<file path="config.mk">
export PLATFORM = sky130hd
export DESIGN_NAME = cs_region_decoder
export DESIGN_NICKNAME = d
export VERILOG_FILES = /design/src/rtl/cs_dec_pkg.sv /design/src/rtl/cs_region_check.sv /design/src/rtl/cs_region_pick.sv /design/src/rtl/cs_region_decoder.sv
export SDC_FILE = /design/constraint.sdc
export NUM_CORES = 1
export LEC_CHECK = 0
export BUFFER_PORTS_ARGS = -buffer_cell sky130_fd_sc_hd__buf_4
export CAP_MARGIN = 20
export CORE_UTILIZATION = 39
export DETAILED_ROUTE_END_ITERATION = 10
export PLACE_DENSITY = 0.87
export SYNTH_ARGS = -nofsm -noshare
export SYNTH_HDL_FRONTEND = slang
export SYNTH_SLANG_ARGS = --single-unit
</file>
<file path="constraint.sdc">
create_clock -name clk -period 2.12 [get_ports clk]
set_input_delay 0.424 -clock clk [delete_from_list [all_inputs] [get_ports clk]]
set_output_delay 0.424 -clock clk [all_outputs]
set_load 0.05 [all_outputs]
</file>
<file path="src/rtl/cs_dec_pkg.sv">
package cs_dec_pkg;

  // Fixed field layout of one configuration word
  localparam int CFG_W  = 12;
  localparam int BASE_W = 6;
  localparam int MASK_W = 4;

  typedef struct packed {
    logic [MASK_W-1:0] mask;   // 11:8
    logic              rsvd;   // 7
    logic              enable; // 6
    logic [BASE_W-1:0] base;   // 5:0
  } cs_cfg_t;

  // Legal masks fill from the top bit downward: 1000, 1100, 1110, 1111
  function automatic logic mask_legal(input logic [MASK_W-1:0] m);
    logic ok;
    ok = m[MASK_W-1];
    for (int k = 0; k < MASK_W-1; k++) begin
      if (m[k] && !m[k+1]) ok = 1'b0;
    end
    return ok;
  endfunction

endpackage

</file>
<file path="src/rtl/cs_region_check.sv">
module cs_region_check
  import cs_dec_pkg::*;
(
  input  logic [CFG_W-1:0]  cfg_word,
  input  logic [BASE_W-1:0] addr_hi,
  output logic              hit,
  output logic              err,
  output logic [MASK_W-1:0] mask
);

  localparam int TOP_W = BASE_W - MASK_W;

  cs_cfg_t cfg;
  logic    unused_rsvd;
  logic    bad_mask;
  logic    bad_base;
  logic    top_eq;
  logic    low_eq;

  assign cfg         = cs_cfg_t'(cfg_word);
  assign unused_rsvd = cfg.rsvd;
  assign mask        = cfg.mask;

  always_comb begin
    bad_mask = !mask_legal(cfg.mask);
    bad_base = |(cfg.base[MASK_W-1:0] & ~cfg.mask);
    err      = cfg.enable && (bad_mask || bad_base);
    top_eq   = addr_hi[BASE_W-1:MASK_W] == cfg.base[BASE_W-1:MASK_W];
    low_eq   = (addr_hi[MASK_W-1:0] & cfg.mask) == (cfg.base[MASK_W-1:0] & cfg.mask);
    hit      = cfg.enable && !err && top_eq && low_eq;
  end

  if (TOP_W < 1) begin : g_bad_layout
    initial $error("base must be wider than mask");
  end

endmodule

</file>
<file path="src/rtl/cs_region_pick.sv">
module cs_region_pick
  import cs_dec_pkg::*;
#(
  parameter int NUM_CS = 8,
  parameter int OFF_W  = 28
) (
  input  logic [NUM_CS-1:0]        hits,
  input  logic [NUM_CS*MASK_W-1:0] masks,
  input  logic [OFF_W-1:0]         addr_lo,
  output logic [NUM_CS-1:0]        grant,
  output logic [OFF_W-1:0]         off
);

  localparam int LOW_W = OFF_W - MASK_W;

  logic [MASK_W-1:0] win_mask;

  // Lowest set bit wins
  assign grant = hits & (~hits + {{(NUM_CS-1){1'b0}}, 1'b1});

  always_comb begin
    win_mask = '0;
    for (int i = 0; i < NUM_CS; i++) begin
      if (grant[i]) win_mask = win_mask | masks[i*MASK_W +: MASK_W];
    end
    if (|grant) off = {addr_lo[OFF_W-1:LOW_W] & ~win_mask, addr_lo[LOW_W-1:0]};
    else        off = '0;
  end

endmodule

</file>
<file path="src/rtl/cs_region_decoder.sv">
module cs_region_decoder
  import cs_dec_pkg::*;
#(
  parameter int NUM_CS = 8,
  parameter int ADDR_W = 30
) (
  input  logic                    clk,
  input  logic                    rst,
  input  logic                    strobe,
  input  logic [ADDR_W-1:0]       addr,
  input  logic [NUM_CS*CFG_W-1:0] cfg_words,
  output logic [NUM_CS-1:0]       cs_sel,
  output logic [ADDR_W-BASE_W+MASK_W-1:0] offset,
  output logic [NUM_CS-1:0]       cs_err
);

  localparam int LOW_W = ADDR_W - BASE_W;
  localparam int OFF_W = LOW_W + MASK_W;

  logic [NUM_CS-1:0]        hit_vec;
  logic [NUM_CS-1:0]        err_vec;
  logic [NUM_CS-1:0]        valid_vec;
  logic [NUM_CS*MASK_W-1:0] mask_vec;
  logic [NUM_CS-1:0]        grant;
  logic [OFF_W-1:0]         off_nxt;

  for (genvar g = 0; g < NUM_CS; g++) begin : g_cs
    assign valid_vec[g] = cfg_words[g*CFG_W + BASE_W];
    cs_region_check u_chk (
      .cfg_word (cfg_words[g*CFG_W +: CFG_W]),
      .addr_hi  (addr[ADDR_W-1:LOW_W]),
      .hit      (hit_vec[g]),
      .err      (err_vec[g]),
      .mask     (mask_vec[g*MASK_W +: MASK_W])
    );
  end

  cs_region_pick #(.NUM_CS(NUM_CS), .OFF_W(OFF_W)) u_pick (
    .hits    (hit_vec),
    .masks   (mask_vec),
    .addr_lo (addr[OFF_W-1:0]),
    .grant   (grant),
    .off     (off_nxt)
  );

  always_ff @(posedge clk) begin
    if (rst) begin
      cs_sel <= '0;
      offset <= '0;
      cs_err <= '0;
    end else begin
      cs_err <= err_vec;
      if (strobe) begin
        cs_sel <= grant;
        offset <= off_nxt;
      end else begin
        cs_sel <= '0;
        offset <= '0;
      end
    end
  end


  sel_onehot_chk: assert property (@(posedge clk) disable iff (rst) $onehot0(cs_sel));


  idle_quiet_chk: assert property (@(posedge clk) disable iff (rst)
    !strobe |=> (cs_sel == '0 && offset == '0));


  disabled_no_sel_chk: assert property (@(posedge clk) disable iff (rst)
    1'b1 |=> ((cs_sel & ~$past(valid_vec)) == '0));


  disabled_no_err_chk: assert property (@(posedge clk) disable iff (rst)
    1'b1 |=> ((cs_err & ~$past(valid_vec)) == '0));


  err_blocks_sel_chk: assert property (@(posedge clk) disable iff (rst)
    (cs_sel & cs_err) == '0);


  offset_top_clear_chk: assert property (@(posedge clk) disable iff (rst)
    offset[OFF_W-1] == 1'b0);

endmodule

</file>
==> results_dict.tcl, run 1 <==
set metrics [dict create \
    pin_count 173 \
    area_growth_pct 59.1 \
    synth_top_area_frac 0.331 \
    synth_edf_count 0 \
    pre_cts_ws_ns -0.115 \
    drive_above_1_share 0.484 \
    routedWlPerCell_um 15.0 \
    cts_buffer_depth 2 \
    synth-simple-area-share 0.259 \
    firstDrtPassIters 7 \
    htree_levels 2 \
    routed_via_density 5.15 \
    start_util 0.413 \
    muxShareOfSynthArea 0 \
    finalCritPeriodShare 0.915 \
    cts_hold_buffers 0 \
    arrival_ns 2.17 \
    grt_pass1_wl_um 13300 \
    synth_seq_area_share 0.331 \
    max_slew_margin 0.545 \
    core_area_sq_um 6460 \
    die_x_um 84.7 \
    cts_made_buffers 5 \
    cp_max_fo 24 \
    synth.net_count 431 \
    setup_ws_ns 0.180 \
    grt_max_degree 25 \
    ctsResizeCount 0 \
    synth-xor-area-share 0.163 \
    dieHeight_um 84.7 \
    period_needed_ns 1.94 \
    gp_congestion 0.891 \
    final_antenna_net_count 0 \
    synth_cell_type_count 53 \
    synth_common_cells "dfxtp_1 (44), nand2_1 (33), xor2_1 (30), nor2_1 (20), nor2_2 (20)" \
    hold_viol_final 0 \
    die-area_sq_um 7170 \
    antenna_found_initial 0 \
    leakagePower_nw 1.95 \
    vias 2902 \
    tightest_slew_ns 0.674 \
    power.density_nw_per_um2 518 \
    synth_top_family_by_area "simple AND/OR/NAND/NOR gates" \
    yosysMostFrequentCell "dfxtp_1" \
    max_cap_violations 0 \
    synth-seq-cells 44 \
    hp-class "in -> reg" \
    cts_tree "yes" \
    drc 15 \
    fillerInstances 539 \
    clkSinkCount 44 \
    crit_required_ns 2.35 \
    first_iter_violations 97 \
    violations "DRC" \
    setup_violations 0 \
    post_cts_buffers 0 \
    grt_pass1_vias 2974 \
    clock-root-buffer "clkbuf_8" \
    overflow 0 \
    yosysWarnings 0 \
    status "finished with violations" \
    synthTopCellsByArea "dfxtp_1 (33%), xor2_1 (9.9%), xnor2_1 (5.3%), nor2_2 (4.7%), nand2_1 (4.6%)" \
    fin_setup_tns_ns 0 \
    rows 29 \
    diodes 0 \
    synth_compound_area_frac 0.188 \
    start_kind "primary input" \
    grt_usage 0.235 \
    max_freq_mhz 516 \
    rsz0062_at_grt "no" \
    port_buffers 164 \
    synth_flop_cell "dfxtp_1" \
    worstSetupPathType "in -> reg" \
    drv_slew 0 \
    synthCells 302 \
    avgSynthCellArea_sq_um 8.82 \
    ys_async_sr_fraction 0 \
    hpwl_um 6910 \
    clkSlewWorstSetupHoldPaths_ns 0.08 \
    end_kind "register" \
    syn_area_sq_um 2670 \
    synth_top_cell_by_area "dfxtp_1" \
    synth_adder_area_share 0 \
    worst_ir_drop_vdd_uv 328 \
    final_nets 615 \
    routed_wl_um 8450 \
]
## critical path, cell delays in order
cell	delay (ns)
buf_4	0.17
xor2_1	0.17
a22o_1	0.23
or4_1	0.55
o41ai_1	0.18
nor4b_4	0.13
buf_12	0.21
nor2_1	0.10
## report_power, final
part           internal, W  switching [W]  total, W
combinational     0.000314       0.000296  0.000609
sequential        0.000841     0.00000458  0.000845
clock             0.000464       0.000278  0.000742
## final timing paths
check,startpoint,end,slack [ns],cells after the start
setup / recovery,addr[26],offset[1],0.18,8
hold / removal,addr[2],offset[2],0.35,3
## state kept, by name, summed over array words and instances, names as in the netlist
| register | cells |
|---|---|
| cs_sel | 8 |
| offset | 28 |
| cs_err | 8 |
## metrics by stage
step | cell area [sq um] | total power, W | cells | hold WS, ns | utilization
global route | 4240 | 0.00230 | 563 | 0.343 | 0.657
finish | 4240 | 0.00220 | 563 | 0.349 | 0.657
detailed placement | 4110 | 0.00147 | 556 | 0.646 | 0.637
global placement | 4110 | 0.00145 | 556 | 0.641 | 0.637
CTS | 4240 | 0.00221 | 563 | 0.339 | 0.657
floorplan | 2690 | 0.00117 | 302 | 0.538 | -
## cell families (layout without fill, tap and decap cells)
kind of cell / Yosys count / after routing
xor+xnor: 48 / 48
other cells: 1 / 1
compound gates: 60 / 60
simple gates: 126 / 126
buf+inv: 23 / 207
flops: 44 / 44
## placed cells by master (no fill, tap or decap), types with 3 or more instances in the layout
cell type	netlist	final
xor2_1	30	30
xnor2_1	16	16
a211oi_1	5	5
nand2b_1	8	8
dfxtp_1	44	44
nor2_1	20	20
nor2_2	20	20
buf_4	1	190
o2111ai_1	8	8
nor3b_1	6	6
o211ai_1	3	3
nand2_1	33	33
o21bai_1	8	8
a22oi_1	4	4
and3b_1	4	4
a21oi_1	3	3
clkbuf_8	0	5
a22o_1	3	3
inv_1	8	8
o2111a_1	6	6
nor3_1	7	7
nand3_1	7	7
a22o_2	4	4
a31oi_1	3	3
## layer usage
metal,wire (um),vias to the layer above,GRT usage
met5,0,-,0
met4,214,0,0.0894
met3,701,21,0.0492
met2,4100,153,0.436
met1,3440,1298,0.263
li1,-,1430,-
## cell type report
cell class,instances,area (sq um),share of cell area
Sequential cell,44,881,0.208
Multi-Input combinational cell,235,1640,0.386
Inverter,8,30.0,0.00708
Clock inverter,2,60.1,0.0142
Tap cell,77,96.3,0.0227
Clock buffer,5,68.8,0.0162
Timing Repair Buffer,192,1470,0.346
Note: power is estimated with default switching activity, not from simulation.
==> run 2, diff against run 1 <==
Settings changed: CELL_PAD_IN_SITES_DETAIL_PLACEMENT set to 0, CELL_PAD_IN_SITES_GLOBAL_PLACEMENT set to 2, CORE_UTILIZATION 39 to 20, PLACE_DENSITY 0.87 to 0.85, SLEW_MARGIN set to 20.
==> results_dict.tcl, run 2 (synthesis results as in run 1) <==
set metrics [dict create \
    clock-root-buffer "clkbuf_16" \
    final_cell_mix "buf_4 (198), dfxtp_1 (44), nand2_1 (33)" \
    p_switching_w 0.000634 \
    setup_violations 0 \
    finalCritPeriodShare 0.934 \
    start_kind "primary input" \
    whs_ns 0.354 \
    vias 2923 \
    power.density_nw_per_um2 550 \
    final_antenna_net_count 0 \
    first_iter_violations 107 \
    netSwitchingFraction 0.257 \
    top_regs "offset: 28 flops, cs_err: 8 flops, cs_sel: 8 flops" \
    end_kind "register" \
    routed_via_density 4.38 \
    diodes 0 \
    clock_power_share 0.404 \
    die-area_sq_um 13800 \
    utilization 0.351 \
    final_nets 624 \
    start_util 0.208 \
    clkSinkCount 44 \
    max_slew_margin 0.540 \
    pwr-share-comb 0.254 \
    worst_ir_drop_vdd_uv 259 \
    routedWlPerCell_um 14.6 \
    routed_wl_um 9710 \
    area_growth_pct 68.7 \
    arrival_ns 2.18 \
    crit_required_ns 2.32 \
    cts_buffer_depth 2 \
    pin_count 173 \
    max_cap_violations 0 \
    regMostFlops "offset" \
    fin_setup_tns_ns 0 \
    worstSetupPathType "in -> reg" \
    largest_reg_flops 28 \
    ctsResizeCount 0 \
    grt_max_degree 25 \
    max_freq_mhz 505 \
    grt_pass1_vias 3003 \
    hp-class "in -> reg" \
    cts_hold_buffers 0 \
    port_buffers 164 \
    post_cts_buffers 0 \
    hpwl_um 8000 \
    htree_levels 2 \
    drc 0 \
    grt_usage 0.140 \
    cts_tree "yes" \
    rsz0062_at_grt "no" \
    seqPwrFrac 0.342 \
    dieHeight_um 117 \
    hold_viol_final 0 \
    tightest_slew_ns 0.681 \
    final_common_cell "buf_4" \
    core_area_sq_um 12800 \
    cp_max_fo 8 \
    p_int_w 0.00184 \
    die_x_um 117 \
    post_dp_cell_area_sq_um 4310 \
    overflow 0 \
    gp_congestion 0.829 \
    status "completed" \
    rows 41 \
    antenna_found_initial 0 \
    final_cell_area_sq_um 4500 \
    firstDrtPassIters 4 \
    drive_above_1_share 0.493 \
    grt_pass1_wl_um 15200 \
    period_needed_ns 1.98 \
    drv_slew 0 \
    cts_made_buffers 5 \
    leakagePower_nw 2.02 \
    clkSlewWorstSetupHoldPaths_ns 0.06 \
]
## run 2: metal layers
layer	routed length [um]	up-vias	part of all wire	global-route usage
met5	0	-	0	0
met4	142	0	0.015	0.0390
met3	676	9	0.070	0.0370
met2	4410	136	0.45	0.227
met1	4480	1326	0.46	0.182
li1	-	1452	-	-
## run 2: layout make-up
class                   count  area, sq um
fillers                  1357         8330
multi-input cells         235         1640
repair buffers            201         1550
flip-flops and latches     44          881
well taps                 172          215
clock buffers               5          125
clock inverters             2         60.1
inverters                   8         30.0
## run 2: worst max-delay path, stage by stage
cell and delay (ns):
buf_4 0.18, xor2_1 0.18, a22o_2 0.25, nor4_1 0.32, buf_4 0.19, a221o_1 0.22, nor3b_1 0.08, buf_4 0.15
a211oi_1 0.18
## run 2: power by group through the flow
stage | registers, W | logic [W] | clock network (W)
finish | 0.000845 | 0.000627 | 0.000999
CTS | 0.000845 | 0.000633 | 0.00105
global placement | 0.000864 | 0.000623 | 0
floorplan | 0.000918 | 0.000254 | 0
detailed placement | 0.000864 | 0.000631 | 0
global route | 0.000846 | 0.000678 | 0.00107
## run 2: per-stage QoR
stage | worst slack, ns | instances | total power [W]
after floorplan | -0.00665 | 302 | 0.00117
after global placement | -0.115 | 660 | 0.00149
after detailed placement | -0.146 | 660 | 0.00150
after CTS | 0.154 | 667 | 0.00253
after global routing | 0.0405 | 667 | 0.00260
final | 0.141 | 667 | 0.00247
## run 2: path summary, 6_finish.rpt
kind / endpoint / cells past startpoint / start
setup / recovery: offset[26] / 9 / addr[27]
hold / removal: offset[1] / 3 / addr[1]
==> run 3, diff against run 2 <==
Settings changed: ABC_AREA set to 1, CORE_UTILIZATION 20 to 18.
==> results_dict.tcl, run 3 <==
set metrics [dict create \
    power.total_w 0.00219 \
    crit_required_ns 2.30 \
    max_freq_mhz 555 \
    crit_chain "buf_4 -> inv_1 -> nand2_1 -> nand3_1 -> nand2_1 -> nor2_1 -> nand2_4 -> nand2_2 -> nor3_2 -> nand2_1 -> o21bai_4 -> buf_12 -> nor2_1" \
    overflow 0 \
    rsz0062_at_grt "no" \
    worst-path-buf-inv 3 \
    port_buffers 164 \
    leakagePower_nw 2.71 \
    period_needed_ns 1.80 \
    fin_setup_tns_ns 0 \
    top_regs "offset: 28 flops, cs_err: 8 flops, cs_sel: 8 flops" \
    hpwl_um 9880 \
    start_util 0.187 \
    gp_congestion 0.805 \
    routed_via_density 3.96 \
    hold_viol_final 0 \
    post_cts_buffers 0 \
    grt_pass1_vias 3370 \
    antenna_found_initial 0 \
    ys_async_sr_fraction 0 \
    diodes 0 \
    synth.net_count 623 \
    timing.critical_path.mode_cell "nand2_1" \
    setup_violations 0 \
    cts_buffer_depth 2 \
    yosysWarnings 0 \
    pre_cts_ws_ns -0.0226 \
    firstDrtPassIters 4 \
    clkSinkCount 44 \
    worstSetupPathType "in -> reg" \
    synth_top_cell_by_area "dfxtp_1" \
    routedWlPerCell_um 13.0 \
    htree_levels 2 \
    largest_reg_flops 28 \
    worstHoldStart "cfg_words[42]" \
    drv_slew 0 \
    die_x_um 128 \
    worst_ir_drop_vdd_uv 235 \
    cpMaxStageDelayCell "buf_12" \
    first_iter_violations 94 \
    arrival_ns 1.98 \
    synth_seq_area_share 0.306 \
    cts_made_buffers 5 \
    clock-root-buffer "clkbuf_16" \
    synth-seq-cells 44 \
    status "completed" \
    end_kind "register" \
    dieHeight_um 128 \
    start_kind "primary input" \
    grt_pass1_wl_um 17500 \
    finalCritPeriodShare 0.851 \
    synth_flop_cell "dfxtp_1" \
    crit_path_max_incr_delay_ns 0.20 \
    final_antenna_net_count 0 \
    synth_common_cells "nand2_1 (127), inv_1 (96), nor2_1 (96), nand3_1 (53), dfxtp_1 (44)" \
    routed_wl_um 11600 \
    cp_top_family "simple AND/OR/NAND/NOR gates" \
    power.density_nw_per_um2 468 \
    vias 3538 \
    area_growth_pct 63.0 \
    holdPathEnd "cs_err[3]" \
    grt_max_degree 25 \
    drive_above_1_share 0.321 \
    pin_count 173 \
    core_area_sq_um 15400 \
    grt_usage 0.142 \
    synthCells 494 \
    cts_hold_buffers 0 \
    synth_top_area_frac 0.306 \
    syn_area_sq_um 2870 \
    regMostFlops "offset" \
    worstHoldPathCells 3 \
    final_nets 812 \
    clkSlewWorstSetupHoldPaths_ns 0.07 \
    yosysMostFrequentCell "nand2_1" \
    final_cell_mix "buf_4 (187), nand2_1 (127), inv_1 (96), nor2_1 (96), nand3_1 (53)" \
    die-area_sq_um 16500 \
    avgSynthCellArea_sq_um 5.82 \
    cts_tree "yes" \
    hp-class "in -> reg" \
    synth_edf_count 0 \
    ctsResizeCount 0 \
    setup_ws_ns 0.317 \
    post_dp_cell_area_sq_um 4550 \
    final_common_cell "buf_4" \
    max_cap_violations 0 \
    cp_max_fo 24 \
    synthTopCellsByArea "dfxtp_1 (31%), nand2_1 (17%), inv_1 (13%), nor2_1 (13%), nand3_1 (9.2%)" \
    synth_cell_type_count 29 \
    final_cell_area_sq_um 4690 \
    drc 0 \
    rows 45 \
]
==> run 3: changes by cell type after synthesis, sizes merged, moves of 6 or more <==
cell / previous run / this run
nand2b: 8 / 0
xor2: 32 / 0
nor3: 7 / 1
xnor2: 16 / 1
o2111ai: 8 / 0
nor2: 40 / 108
nor3b: 6 / 0
a21boi: 0 / 7
inv: 8 / 98
nand3: 7 / 53
o2111a: 6 / 0
o21ai: 0 / 15
a22o: 7 / 0
nand2: 33 / 132
==> run 3: worst min-delay path, cell delays in order <==
cell     delay [ns]
buf_4          0.08
nand3_1        0.06
inv_1          0.05
==> run 3: final cells by class <==
type	count	area, sq um
Clock buffer	5	125
Clock inverter	2	12.5
Fill cell	1708	10700
Inverter	99	372
Multi-Input combinational cell	342	1550
Sequential cell	44	881
Tap cell	211	264
Timing Repair Buffer	191	1480
==> run 3: layer usage <==
layer / GRT usage / vias up / share of wire
li1: - / 1860 / -
met1: 0.173 / 1538 / 0.45
met2: 0.252 / 136 / 0.47
met3: 0.0366 / 4 / 0.072
met4: 0.0291 / 0 / 0.0047
met5: 0 / - / 0
==> run 3: power by group <==
part	internal, W	leakage (nW)	switching, W
Combinational	0.000279	2.29	0.000305
Clock	0.000428	0.0657	0.000336
Sequential	0.000841	0.357	0.00000396
Total	0.00155	2.71	0.000645
==> run 3: cells by family (layout without fill, tap and decap cells) <==
kind of cell              Yosys count  after routing  synth area share
and+or+nand+nor                   302            302             0.449
xor gates and xnor gates            1              1           0.00305
other                               1              1           0.00130
buffers and inverters             108            297             0.155
DFF                                44             44             0.306
AOI/OAI and AO/OA                  38             38            0.0849
==> run 3: how the worst max path moves through the flow <==
stage,from,cells past startpoint,slack [ns],to
after detailed placement,addr[25],13,-0.02,offset[18]
after CTS,addr[25],13,0.28,offset[18]
after global placement,addr[25],13,0.03,offset[17]
after global routing,addr[25],13,0.1,offset[2]
final,addr[25],13,0.32,offset[18]
after floorplan,addr[24],13,0.22,offset[10]
==> run 3: per-stage QoR <==
stage,hold WS [ns],utilization,std cells
CTS,0.338,0.305,894
global route,0.351,0.305,894
global placement,0.642,0.296,887
finish,0.349,0.305,894
detailed placement,0.650,0.296,887
floorplan,0.536,-,494
